==> config.mk <==
export PLATFORM = sky130hd
export DESIGN_NAME = nor_status_ctrl
export DESIGN_NICKNAME = d
export VERILOG_FILES = /design/src/rtl/nsc_pkg.sv /design/src/rtl/nsc_control.sv /design/src/rtl/nsc_datapath.sv /design/src/rtl/nor_status_ctrl.sv
export SDC_FILE = /design/constraint.sdc
export NUM_CORES = 1
export LEC_CHECK = 0
export CORE_MARGIN = 1.5
export CORE_UTILIZATION = 36
export CTS_CLUSTER_SIZE = 20
export DETAILED_ROUTE_END_ITERATION = 10
export PLACE_DENSITY = 0.75
export SLEW_MARGIN = 20
export SYNTH_ARGS = -nofsm -noshare
export SYNTH_HDL_FRONTEND = slang
export SYNTH_SLANG_ARGS = --single-unit
==> constraint.sdc <==
create_clock -name clk -period 1.98 [get_ports clk]
set_clock_uncertainty 0.15 [all_clocks]
set_input_delay 0.396 -clock clk [delete_from_list [all_inputs] [get_ports clk]]
set_output_delay 0.396 -clock clk [all_outputs]
set_load 0.02 [all_outputs]
==> src/rtl/nsc_pkg.sv <==
package nsc_pkg;

  typedef enum logic [1:0] {
    PH_IDLE  = 2'd0,
    PH_PROG  = 2'd1,
    PH_ERASE = 2'd2,
    PH_LOCK  = 2'd3
  } phase_e;

  // Strobes and levels passed from control to datapath
  typedef struct packed {
    logic statusMode;  // read mode: 1 = status, 0 = array
    logic busy;        // operation timer running
    logic opDone;      // operation finishes on this edge
    logic clrErr;      // clear-status command taken
    logic seqErr;      // two-cycle sequence dropped
  } ctrlStrobes_t;

  localparam logic [7:0] OP_READ_STATUS = 8'h70;
  localparam logic [7:0] OP_CLEAR       = 8'h50;
  localparam logic [7:0] OP_READ_ARRAY  = 8'hFF;
  localparam logic [7:0] OP_PROGRAM     = 8'h40;
  localparam logic [7:0] OP_ERASE       = 8'h20;
  localparam logic [7:0] OP_ERASE_GO    = 8'hD0;
  localparam logic [7:0] OP_LOCK        = 8'h60;
  localparam logic [7:0] OP_LOCK_GO     = 8'h01;

  localparam int SR_W   = 8;
  localparam int ERR_W  = 4;
  localparam int DATA_W = 16;

  // errBits order: [3] erase (SR5), [2] program (SR4), [1] voltage (SR3), [0] locked (SR1)
  function automatic logic [SR_W-1:0] packStatus(input logic ready, input logic [ERR_W-1:0] err);
    return {ready, 1'b0, err[3], err[2], err[1], 1'b0, err[0], 1'b0};
  endfunction

endpackage

==> src/rtl/nsc_control.sv <==
module nsc_control
  import nsc_pkg::*;
#(
  parameter int BUSY_CYCLES = 12
) (
  input  logic         clk,
  input  logic         rstN,
  input  logic         ceN,
  input  logic         weN,
  input  logic [7:0]   cmdByte,
  output ctrlStrobes_t strobes
);

  localparam int CNT_W = $clog2(BUSY_CYCLES + 1);
  localparam logic [CNT_W-1:0] CNT_LOAD = CNT_W'(BUSY_CYCLES);
  localparam logic [CNT_W-1:0] CNT_ONE  = CNT_W'(1);

  logic             weNq;
  logic             wrStb;
  phase_e           phase, phaseNext;
  logic             statusMode, modeNext;
  logic [CNT_W-1:0] busyCnt;
  logic             busy, opStart, opDone, clrErr, seqErr;

  // Write strobe: WE# sampled rising while CE# is low
  always_ff @(posedge clk or negedge rstN) begin
    if (!rstN) weNq <= 1'b1;
    else       weNq <= weN;
  end

  assign wrStb  = ~ceN & weN & ~weNq;
  assign busy   = (busyCnt != '0);
  assign opDone = (busyCnt == CNT_ONE);

  // Command decoder
  always_comb begin
    phaseNext = phase;
    modeNext  = statusMode;
    opStart   = 1'b0;
    clrErr    = 1'b0;
    seqErr    = 1'b0;
    if (wrStb && !busy) begin
      unique case (phase)
        PH_IDLE: begin
          case (cmdByte)
            OP_READ_STATUS: modeNext = 1'b1;
            OP_READ_ARRAY:  modeNext = 1'b0;
            OP_CLEAR:       clrErr   = 1'b1;
            OP_PROGRAM: begin
              phaseNext = PH_PROG;
              modeNext  = 1'b1;
            end
            OP_ERASE: begin
              phaseNext = PH_ERASE;
              modeNext  = 1'b1;
            end
            OP_LOCK: begin
              phaseNext = PH_LOCK;
              modeNext  = 1'b1;
            end
            default: ;
          endcase
        end
        PH_PROG: begin
          opStart   = 1'b1;
          phaseNext = PH_IDLE;
          modeNext  = 1'b1;
        end
        PH_ERASE: begin
          opStart   = (cmdByte == OP_ERASE_GO);
          seqErr    = (cmdByte != OP_ERASE_GO);
          phaseNext = PH_IDLE;
          modeNext  = 1'b1;
        end
        PH_LOCK: begin
          opStart   = (cmdByte == OP_LOCK_GO);
          seqErr    = (cmdByte != OP_LOCK_GO);
          phaseNext = PH_IDLE;
          modeNext  = 1'b1;
        end
      endcase
    end
  end

  always_ff @(posedge clk or negedge rstN) begin
    if (!rstN) begin
      phase      <= PH_IDLE;
      statusMode <= 1'b0;
    end else begin
      phase      <= phaseNext;
      statusMode <= modeNext;
    end
  end

  // Operation timer stub
  always_ff @(posedge clk or negedge rstN) begin
    if (!rstN)        busyCnt <= '0;
    else if (opStart) busyCnt <= CNT_LOAD;
    else if (busy)    busyCnt <= busyCnt - CNT_ONE;
  end

  assign strobes = '{statusMode: statusMode, busy: busy, opDone: opDone,
                     clrErr: clrErr, seqErr: seqErr};

  // a write taken while busy leaves mode and sequence untouched
  a_r5_ignore_busy: assert property (@(posedge clk) disable iff (!rstN)
    (busy && wrStb) |=> ($stable(statusMode) && $stable(phase)));

  // starting an operation leaves status mode selected and the device busy
  a_r3_auto_status: assert property (@(posedge clk) disable iff (!rstN)
    opStart |=> (statusMode && busy));

  // only a read-array command can leave status mode
  a_r4_mode_hold: assert property (@(posedge clk) disable iff (!rstN)
    (statusMode && !(wrStb && !busy && phase == PH_IDLE && cmdByte == OP_READ_ARRAY))
      |=> statusMode);

endmodule

==> src/rtl/nsc_datapath.sv <==
module nsc_datapath
  import nsc_pkg::*;
#(
  parameter int          ADDR_W     = 24,
  parameter logic [15:0] ARRAY_FILL = 16'hA5C3
) (
  input  logic              clk,
  input  logic              rstN,
  input  logic              ceN,
  input  logic              oeN,
  input  logic              advN,
  input  logic              burstMode,
  input  logic [ADDR_W-1:0] addr,
  input  logic [2:0]        errInject,
  input  logic              vppLow,
  input  ctrlStrobes_t      strobes,
  output logic [DATA_W-1:0] dataOut
);

  localparam int CHUNKS = (ADDR_W + DATA_W - 1) / DATA_W;
  localparam int PAD_W  = CHUNKS * DATA_W;

  logic             ceNq, oeNq, advNq, armed;
  logic             ceFell, oeFell, advFell, ceRose, oeRose;
  logic             capAsync, capBurst;
  logic [SR_W-1:0]  liveSr, capSr;
  logic [ERR_W-1:0] errBits, errNext;

  // Pin history for edge detection
  always_ff @(posedge clk or negedge rstN) begin
    if (!rstN) begin
      ceNq  <= 1'b1;
      oeNq  <= 1'b1;
      advNq <= 1'b1;
    end else begin
      ceNq  <= ceN;
      oeNq  <= oeN;
      advNq <= advN;
    end
  end

  assign ceFell  = ~ceN & ceNq;
  assign oeFell  = ~oeN & oeNq;
  assign advFell = ~advN & advNq;
  assign ceRose  = ceN & ~ceNq;
  assign oeRose  = oeN & ~oeNq;

  // Capture events: first CE#/OE# fall per read (async), CE#/ADV# fall (burst)
  assign capAsync = ~burstMode & armed & (ceFell | oeFell);
  assign capBurst = burstMode & (ceFell | advFell);

  always_ff @(posedge clk or negedge rstN) begin
    if (!rstN)                  armed <= 1'b1;
    else if (capAsync)          armed <= 1'b0;
    else if (ceRose || oeRose)  armed <= 1'b1;
  end

  // Sticky error bits
  always_comb begin
    errNext = errBits;
    if (strobes.clrErr) errNext = '0;
    if (strobes.seqErr) errNext = errNext | 4'b1100;
    if (strobes.opDone) errNext = errNext | {errInject[2], errInject[1], vppLow, errInject[0]};
  end

  always_ff @(posedge clk or negedge rstN) begin
    if (!rstN) errBits <= '0;
    else       errBits <= errNext;
  end

  assign liveSr = packStatus(~strobes.busy, errBits);

  always_ff @(posedge clk or negedge rstN) begin
    if (!rstN)                    capSr <= packStatus(1'b1, '0);
    else if (capAsync || capBurst) capSr <= liveSr;
  end

  // Array placeholder: fill word folded with every 16-bit slice of the address
  logic [PAD_W-1:0]  addrPad;
  logic [DATA_W-1:0] foldAcc [CHUNKS+1];

  assign addrPad    = PAD_W'(addr);
  assign foldAcc[0] = ARRAY_FILL;

  for (genvar g = 0; g < CHUNKS; g++) begin : g_fold
    assign foldAcc[g+1] = foldAcc[g] ^ addrPad[g*DATA_W +: DATA_W];
  end

  always_comb begin
    if (ceN || oeN)              dataOut = '0;
    else if (strobes.statusMode) dataOut = {8'h00, capSr};
    else                         dataOut = foldAcc[CHUNKS];
  end

  // upper byte reads zero during a status read
  a_r1_upper_zero: assert property (@(posedge clk) disable iff (!rstN)
    (!ceN && !oeN && strobes.statusMode) |-> (dataOut[15:8] == 8'h00));

  // error bits never drop without a clear command
  a_r7_sticky: assert property (@(posedge clk) disable iff (!rstN)
    !strobes.clrErr |=> ((errBits & $past(errBits)) == $past(errBits)));

  // a clear command empties the error bits
  a_r7_clear: assert property (@(posedge clk) disable iff (!rstN)
    strobes.clrErr |=> (errBits == '0));

  // an injected program error is reported when the operation finishes
  a_r6_prog_err: assert property (@(posedge clk) disable iff (!rstN)
    (strobes.opDone && errInject[1]) |=> errBits[2]);

  // once captured in async mode, no refresh until re-armed
  a_r9_async_once: assert property (@(posedge clk) disable iff (!rstN)
    (!burstMode && !armed) |=> $stable(capSr));

  // burst mode refreshes only on CE# or ADV# fall
  a_r10_burst_hold: assert property (@(posedge clk) disable iff (!rstN)
    (burstMode && !ceFell && !advFell) |=> $stable(capSr));

endmodule

==> src/rtl/nor_status_ctrl.sv <==
module nor_status_ctrl
  import nsc_pkg::*;
#(
  parameter int          ADDR_W      = 24,
  parameter int          BUSY_CYCLES = 12,
  parameter logic [15:0] ARRAY_FILL  = 16'hA5C3
) (
  input  logic              clk,
  input  logic              rstN,
  input  logic              ceN,
  input  logic              oeN,
  input  logic              weN,
  input  logic              advN,
  input  logic              burstMode,
  input  logic [ADDR_W-1:0] addr,
  input  logic [7:0]        cmdByte,
  input  logic [2:0]        errInject,
  input  logic              vppLow,
  output logic [15:0]       dataOut
);

  ctrlStrobes_t strobes;

  nsc_control #(
    .BUSY_CYCLES(BUSY_CYCLES)
  ) u_control (
    .clk     (clk),
    .rstN    (rstN),
    .ceN     (ceN),
    .weN     (weN),
    .cmdByte (cmdByte),
    .strobes (strobes)
  );

  nsc_datapath #(
    .ADDR_W     (ADDR_W),
    .ARRAY_FILL (ARRAY_FILL)
  ) u_datapath (
    .clk       (clk),
    .rstN      (rstN),
    .ceN       (ceN),
    .oeN       (oeN),
    .advN      (advN),
    .burstMode (burstMode),
    .addr      (addr),
    .errInject (errInject),
    .vppLow    (vppLow),
    .strobes   (strobes),
    .dataOut   (dataOut)
  );

endmodule

Word-level counts from Yosys, hierarchy flattened
Cells that the tools add are included.
Widths: inputs -> output; s select.
{"block": "word_totals", "regBits": 21, "elab_cells": 83, "out_inout_bits": 16, "inputBits": 43}
{"block": "classes", "n_reduce_logical": 13, "n_eq_ne": 16, "muxes": 20, "addsub": 1, "bitwise_logic": 23}
{"operator": "$eq 8x7->1 const B", "n": 4}
{"operator": "$mux 16", "n": 2}
{"operator": "$mux 4", "n": 5}
{"operator": "$eq 8x8->1 const B", "n": 2}
{"operator": "$xor 16x8->16", "n": 1}
{"operator": "$and 1x1->1", "n": 10}
{"operator": "$eq 8x1->1 const B", "n": 1}
{"operator": "$eq 8x6->1 const B", "n": 1}
{"operator": "$ne 8x1->1 const B", "n": 1}
{"operator": "$ne 8x8->1 const B", "n": 1}
{"operator": "$not 1->1", "n": 8}
{"operator": "$not 8->8", "n": 1}
{"operator": "$mux 1", "n": 7}
{"operator": "$pmux 1 s2", "n": 3}
{"operator": "$pmux 2 s3", "n": 1}
{"operator": "$eq 2x2->1 const B", "n": 2}
{"operator": "$eq 4x1->1 const B", "n": 1}
{"operator": "$ne 4x4->1 const B", "n": 1}
{"operator": "$or 4x4->4", "n": 1}
{"operator": "$pmux 2 s2", "n": 1}
{"operator": "$reduce_and 2->1", "n": 2}
{"operator": "$reduce_bool 2->1", "n": 2}
{"operator": "$reduce_bool 4->1", "n": 1}
{"operator": "$reduce_or 4->1", "n": 1}
{"operator": "10 further kinds", "n": 13}

Longest topological paths before layout
Gate-level depths: netlist of run 1.
{"block": "depth", "depth_word": 9, "depth_mapped": 6, "depth_no_buf": 6}

By module
A second synthesis of run 1 with hierarchy kept.
{"block": "hier_totals", "hier_cells": 137, "hier_area_um2": 1381.3}
{"mod": "nsc_datapath", "instances": 1, "cells_each": 73, "area_each_um2": 734.5, "seq_area_each_um2": 331.6}
{"mod": "nsc_control", "instances": 1, "cells_each": 64, "area_each_um2": 646.9, "seq_area_each_um2": 201.4}

Worst setup path after synthesis of run 1
Ideal clock, no wire load.
{"block": "synth_timing", "path_type": "register to register", "startpoint": "reg u_control.busyCnt[0]", "endpoint": "reg u_datapath.errBits[2]", "path_buffers": 0, "required_ps": 1704, "slack_ps": -181, "t_arrival_ps": 1885, "period_less_slack_ps": 2161, "setup_ps": 126, "stages_incl_launch_ff": 7, "path_cell_list": "dfrtp_1 > inv_1 > ha_1 > nor3b_4 > nand2_4 > or4_4 > a221o_1"}
{"block": "synth_via", "elab_chain_cells": 8, "elab_cells_between_ends": 10, "classes_between": "1 x eq/ne; 5 x mux; 1 x bitwise; 3 x reduce/logical"}
{"item": "start, declared", "line": "nsc_control.sv:22", "rtl": "logic [CNT_W-1:0] busyCnt;"}
{"item": "start signal, assigned", "line": "nsc_control.sv:99", "rtl": "else if (busy) busyCnt <= busyCnt - CNT_ONE;"}
{"item": "$reduce_bool 4->1", "line": "nsc_control.sv:32", "rtl": "assign busy = (busyCnt != '0);"}
{"item": "$logic_not 1->1", "line": "nsc_control.sv:42", "rtl": "if (wrStb && !busy) begin"}
{"item": "$logic_and 1x1->1", "line": "nsc_control.sv:42"}
{"item": "$mux 1", "line": "nsc_control.sv:42"}
{"item": "$mux 4", "line": "nsc_datapath.sv:61", "rtl": "if (strobes.clrErr) errNext = '0;"}
{"item": "$mux 4", "line": "nsc_datapath.sv:62", "rtl": "if (strobes.seqErr) errNext = errNext | 4'b1100;"}
{"item": "$or 4x4->4", "line": "nsc_datapath.sv:63", "rtl": "if (strobes.opDone) errNext = errNext | {errInject[2], errInject[1], vppLow, errInject[0]};"}
{"item": "$mux 4 (*)", "line": "nsc_datapath.sv:63"}
{"item": "named net u_datapath.errNext[2]", "line": "nsc_datapath.sv:27", "rtl": "logic [ERR_W-1:0] errBits, errNext;"}
{"item": "end signal, assigned", "line": "nsc_datapath.sv:68", "rtl": "else errBits <= errNext;"}
{"item": "end, declared", "line": "nsc_datapath.sv:27"}
Mark *: on every way through the listed nets, which the timed path passes. The rest lies on a longest branch.
A chain may end at the register's enable or synchronous reset.

Worst setup path after layout of run 1
{"block": "layout_timing", "startpoint": "reg u_control.phase[1]", "endpoint": "reg u_datapath.errBits[3]"}
{"block": "layout_via", "elab_chain_cells": 7, "elab_cells_between_ends": 11, "classes_between": "2 x eq/ne; 7 x mux; 1 x bitwise; 1 x reduce/logical"}
{"item": "start, declared", "line": "nsc_control.sv:20", "rtl": "phase_e phase, phaseNext;"}
{"item": "start signal, assigned", "line": "nsc_control.sv:90", "rtl": "phase <= phaseNext;"}
{"item": "$logic_not 2->1", "line": "nsc_control.sv:43", "rtl": "unique case (phase)"}
{"item": "$mux 1", "line": "nsc_control.sv:43"}
{"item": "$mux 1", "line": "nsc_control.sv:42"}
{"item": "$mux 4", "line": "nsc_datapath.sv:61"}
{"item": "$mux 4 (*)", "line": "nsc_datapath.sv:62"}
{"item": "$or 4x4->4", "line": "nsc_datapath.sv:63"}
{"item": "$mux 4 (*)", "line": "nsc_datapath.sv:63"}
{"item": "named net u_datapath.errNext[3]", "line": "nsc_datapath.sv:27"}
Marked as above.

==> flow_summary.ini, run 1 <==
[synthesis]
synth_area_leaders = dfrtp_1 31%, dfstp_2 13%, nor2_1 6.4%
syn_area_mm2 = 0.001230
synthCells = 129
ys_async_sr_fraction_pct = 100.0
synth_cell_types = 37
synth_edf_count = 0
synth_area_per_cell_um2 = 9.534
yosys.area.top_type = dfrtp_1
syn_nets = 175
synth_top_area_share_pct = 30.52
seq_area_frac_synth_pct = 43.34
ys_ff_latch = 21
synthFlopType = dfrtp_1
ys_warn_count = 0

[setup_path]
crit_top_cell = or4_4
crit_type = flop to flop
cp_cell_sequence = or4_4, or4_4, a221o_1
worstPathArrival_ns = 2.07
cp_max_fo = 4
r2r_setup_slack_ns = -0.05
required_ns = 2.03
worstRegToRegCells = 3
crit_path_start_kind = flop
critPathSlowestCell = or4_4
setup.worst_path.end_class = flop
cp_slowest_stage_delay_ns = 0.55

[final_layout]
fillers = 287
drive_gt1_share_pct = 35.98
syn_to_final_growth_pct = 72.33
final_cell_mix = 35 x buf_4, 32 x clkdlybuf4s50_1, 15 x dfrtp_1
fin_util_pct = 64.02
multi_input_area_um2 = 743.2
antenna_cells = 0
final_common_cell = buf_4
regArea_um2 = 533.0
layout.nets = 261
final_cell_area_mm2 = 0.002120

[timing]
hold_violations = 0
rsz0062_at_grt = yes
setup_viol = 2
max_freq_mhz = 493.2
maxSlewViolCount = 0
timing.hold.ws_ns = 0.2960
setup_ws_ns = -0.04752
period_needed_ns = 2.028
period_share_pct = 102.4
tightest_slew_ns = 0.6245
max-slew-margin-rel_pct = 58.28
finalSetupTns_ns = -0.08853

[power]
power.leakage_nw = 0.9536
internal-power_mw = 1.043
seq_power_share_pct = 41.6
p_clk_share_pct = 13.0
p_switching_mw = 0.5245
finalPower_mw = 1.567
combinationalPowerShare_pct = 45.4
swShare_pct = 33.47
power_density_mw_per_mm2 = 739.5
vdd_drop_max_v = 0.0003871

[cts]
h-tree-depth = 1
cts_buffers = 3
cts_tree = yes
clock_latency_ns = 0.30
clock_sink_count = 21
clk_pin_slew_ns = 0.11
cts-root-buf = clkbuf_4
clk_path_buf_depth = 2

[place]
port-buffer-count = 58
hpwl_um = 2807
placed_cell_area_mm2 = 0.002017
gp_congestion = 0.8386

[floorplanning]
die_area_mm2 = 0.003776
fp.coreArea_mm2 = 0.003311
fp.dieH_um = 61.45
ios = 59
rows = 21
initial_core_util_pct = 37.15
die_w_um = 61.45

[status]
violations = negative setup slack
status = finished with violations

[route]
routed_wl_um = 3550
drt_iter0_drc = 69
wl_per_cell_um = 13.65
drc = 0
via_count = 1308
firstDrtPassIters = 5
antenna_left = 0
viasPerCell = 5.031

[global_route]
grt_max_degree = 22
grt_pass1_wl_um = 5354
grt_use_total_pct = 19.05
overflow = 0
grt_pass1_vias = 1306
antenna_found_initial = 0

[flow_run]
cap_violations = 0

[hold_path]
hold_path_class = input port to async pin
-- per-stage QoR --
| step | setup slack [ns] | instances |
|---|---|---|
| after floorplan | -0.08277 | 129 |
| after global placement | -0.5971 | 251 |
| after detailed placement | -0.6466 | 251 |
| after CTS | -0.07697 | 258 |
| after global routing | -0.06495 | 260 |
| final | -0.04752 | 260 |
-- critical path: cells and delay by family (launching register included) --
| kind | cells | cell delay [ns] |
|---|---|---|
| AO/OA/AOI/OAI | 1 | 0.31 |
| flip-flops | 1 | 0.42 |
| AND/OR/NAND/NOR | 2 | 1.04 |
-- power by group through the flow --
stage | sequential, mW | combinational (mW) | clock, mW
after global routing | 0.667 | 0.775 | 0.230
after global placement | 0.647 | 0.595 | 0
after detailed placement | 0.657 | 0.628 | 0
after floorplan | 0.637 | 0.349 | 0
final | 0.653 | 0.711 | 0.204
after CTS | 0.650 | 0.706 | 0.206
-- area by class of cell --
class                      count  share of cell area, %
sequential                    21                  25.15
tap                           46                  2.715
timing repair buffer          84                  34.89
inverter                       5                 0.8855
multi-input combinational    100                  35.06
clock inverter                 1                 0.2361
clock buffer                   3                  1.063
-- kinds of logic after synthesis --
logic type	after synthesis	synth area share, %
AO/OA/AOI/OAI	25	13.73
XOR/XNOR	9	6.408
adder cells (fa/ha/maj)	3	3.052
buffers and inverters	8	2.442
flip-flops	21	43.34
multiplexers	5	4.577
AND/OR/NAND/NOR	58	26.45
-- synthesized netlist by cell type, drive strengths merged (3+ instances only) --
cell type	instances
a21oi	10
nor2	21
o21ai	3
xnor2	5
mux2	5
nand2	6
or3	4
ha	3
a22o	4
dfstp	6
dfrtp	15
nand2b	3
inv	5
nor3b	3
nand3	5
and2	4
xor2	4
-- layer usage --
| layer | wire length, µm | track usage [%] | vias up |
|---|---|---|---|
| met1 | 1277 | 20.63 | 596 |
| li1 | - | - | 632 |
| met4 | 57 | 6.079 | 0 |
| met5 | 0 | 0 | - |
| met2 | 1880 | 37.84 | 74 |
| met3 | 335 | 2.311 | 6 |
-- worst paths after layout --
check | from | to
worst max-delay path | u_control.phase[1]$_DFFE_PN0P_ | u_datapath.errBits[3]$_DFF_PN0_
worst min-delay path | rstN | u_control.statusMode$_DFFE_PN0P_
worst max register to register | u_control.phase[1]$_DFFE_PN0P_ | u_datapath.errBits[3]$_DFF_PN0_
worst min register to register | u_datapath.errBits[0]$_DFF_PN0_ | u_datapath.errBits[0]$_DFF_PN0_
max in group asynchronous | rstN | u_datapath.oeNq$_DFF_PN1_
min in group clk | oeN | u_datapath.oeNq$_DFF_PN1_
-- sequential cells by signal, indices dropped and copies added (netlist names) --
signal,cells
u_datapath.capSr,5
u_control.busyCnt,4
u_datapath.errBits,4
u_control.phase,2
u_control.statusMode,1
u_control.weNq,1
u_datapath.advNq,1
u_datapath.armed,1
u_datapath.ceNq,1
u_datapath.oeNq,1
-- timing repair --
item,CTS,global route
pin swaps,13,6
resized for setup,101,8
setup buffers,3,2
hold buffers,0,0
endpoints found under the setup margin,20,8
Note: power is estimated with default switching activity, not from simulation.
==> run 2: changes to the inputs <==
--- a/config.mk
+++ b/config.mk
@@ -5,7 +5,6 @@
 export SDC_FILE = /design/constraint.sdc
 export NUM_CORES = 1
 export LEC_CHECK = 0
-export CORE_MARGIN = 1.5
 export CORE_UTILIZATION = 36
 export CTS_CLUSTER_SIZE = 20
 export DETAILED_ROUTE_END_ITERATION = 10
==> run 2 against run 1 <==
  * The flow still finishes with violations (negative setup slack)
  * Global-route usage grew 2.1 points
  * Largest cell class is now buffers
  * Cell count grew 0.77%
  * Cell area grew 0.30%
  * Highest routed layer unchanged
  * Sequential power is essentially flat
  * Setup slack lost 0.0056 ns
  * First-iteration DRC count shrank 62%
  * Register-to-register slack is essentially flat
  * Combinational power shrank 4.9%
  * Critical endpoint is now u_datapath.errBits[2]$_DFF_PN0_
  * Wire length shrank 0.54%
  * Sequential cell count is the same
  * Die area shrank 3.2%
==> flow_summary.ini, run 2 (synthesis gave the netlist of run 1 again) <==
[status]
status = finished with violations
violations = negative setup slack

[final_layout]
top_register = u_datapath.capSr
multi_input_area_um2 = 724.4
reg.largest.list = u_datapath.capSr x5, u_control.busyCnt x4, u_datapath.errBits x4
layout.nets = 265
final_common_cell = buf_4
layout.cells.non_filler = 262
final_cell_area_mm2 = 0.002126
drive_gt1_share_pct = 34.86
syn_to_final_growth_pct = 72.84
regArea_um2 = 533.0
antenna_cells = 0
fillers = 285
largest_register_ffs = 5
final_cell_mix = 38 x buf_4, 28 x clkdlybuf4s50_1, 19 x nor2_1

[floorplanning]
ios = 59
die_w_um = 60.45
die_area_mm2 = 0.003654
initial_core_util_pct = 39.01
fp.dieH_um = 60.45
fp.coreArea_mm2 = 0.003153
rows = 20

[cts]
h-tree-depth = 1
clock_latency_ns = 0.30
clk_pin_slew_ns = 0.11
cts_buffers = 3
cts_tree = yes
cts.hold.buffers_added = 0
cts-root-buf = clkbuf_4
clock_sink_count = 21
clk_path_buf_depth = 2

[timing]
max_freq_mhz = 491.9
max-slew-margin-rel_pct = 63.32
hold_violations = 0
maxSlewViolCount = 0
tightest_slew_ns = 0.5490
period_share_pct = 102.7
setup_ws_ns = -0.05312
period_needed_ns = 2.033
rsz0062_at_grt = yes
finalSetupTns_ns = -0.1354
setup_viol = 4

[route]
wl_per_cell_um = 13.48
drt_iter0_drc = 26
firstDrtPassIters = 4
routed_wl_um = 3531
drc = 0
antenna_left = 0
viasPerCell = 5.000
via_count = 1310

[place]
port-buffer-count = 58
place_ws_ns = -0.6801
placed_cell_area_mm2 = 0.002059
gp_congestion = 0.8940
hpwl_um = 2879
dp_cells = 255

[global_route]
overflow = 0
grt_pass1_vias = 1359
antenna_found_initial = 0
grt_use_total_pct = 21.17
grt_pass1_wl_um = 5761
grt_max_degree = 22

[power]
seq_power_share_pct = 42.6
vdd_drop_max_v = 0.0004057
internal-power_mw = 1.028
p_switching_mw = 0.4991
finalPower_mw = 1.527
combinationalPowerShare_pct = 44.3
swShare_pct = 32.69
p_clk_share_pct = 13.2
power.leakage_nw = 1.015
power_density_mw_per_mm2 = 718.2

[setup_path]
cp_slowest_stage_delay_ns = 0.55
critPathSlowestCell = or4_4
setup.worst_path.end_class = flop
r2r_start = u_control.phase[1]$_DFFE_PN0P_
cp-startpoint = u_control.phase[1]$_DFFE_PN0P_
worstRegToRegCells = 3
critPathBufInv = 0
cpLargestDelayFamily = simple AND/OR/NAND/NOR gates
r2r_end = u_datapath.errBits[2]$_DFF_PN0_
worstPathArrival_ns = 2.07
crit_path_start_kind = flop
r2r_setup_slack_ns = -0.05
crit_top_cell = or4_4
cp_cell_sequence = or4_4, or4_4, a221o_1
crit_type = flop to flop
required_ns = 2.02
cp_max_fo = 3

[hold_path]
hold_path_class = input port to async pin

[flow_run]
cap_violations = 0
==> run 2: changes by cell type in the layout (fill, tap and decap cells not counted), sizes merged <==
cell           before  now
buf                42   46
clkbuf              3    4
clkdlybuf4s50      32   28
clkinv              1    0
dlygate4sd2         6    5
dlymetal6s2s        4    9
==> run 2: what timing repair did <==
action                     CTS  global route
pin swaps                    7            13
buffers inserted             3             2
hold endpoints to repair     0             0
setup endpoints to repair   21            20
gates resized for setup     86            15
==> run 2: through the flow <==
| step | hold slack (ns) | util, % |
|---|---|---|
| final | 0.2808 | 67.42 |
| after global placement | 0.3457 | 65.32 |
| after global routing | 0.2826 | 67.42 |
| after CTS | 0.2782 | 65.95 |
| after detailed placement | 0.3397 | 65.32 |
| after floorplan | -0.04959 | - |
==> run 2: worst max path at each step <==
stage | depth (start not counted) | end | slack [ns]
2_1_floorplan | 6 | u_datapath.errBits[2]$_DFF_PN0_ | -0.08
3_3_place_gp | 5 | dataOut[9] | -0.63
3_5_place_dp | 5 | dataOut[12] | -0.68
4_1_cts | 6 | u_datapath.errBits[2]$_DFF_PN0_ | -0.08
5_1_grt | 3 | u_datapath.errBits[2]$_DFF_PN0_ | -0.08
6_report | 3 | u_datapath.errBits[2]$_DFF_PN0_ | -0.05
==> run 2: final cells by class <==
cell class | count | share of cell area (%)
repair buffers | 88 | 36.14
multi-input cells | 100 | 34.08
clock buffers | 4 | 1.236
flip-flops and latches | 21 | 25.07
inverters | 5 | 0.8829
well taps | 44 | 2.590
==> run 2: routing by layer <==
layer,track usage (%),vias up,part of all wire [%]
li1,-,634,-
met1,23.62,608,39
met2,40.35,58,52
met3,3.198,10,7.4
met4,7.792,0,1.8
met5,0,-,0
==> run 2: power groups by stage <==
stage | sequential, mW | clock, mW | combinational (mW)
finish | 0.650 | 0.201 | 0.676
global route | 0.665 | 0.232 | 0.753
floorplan | 0.637 | 0 | 0.349
global placement | 0.647 | 0 | 0.624
CTS | 0.648 | 0.209 | 0.680
detailed placement | 0.652 | 0 | 0.655
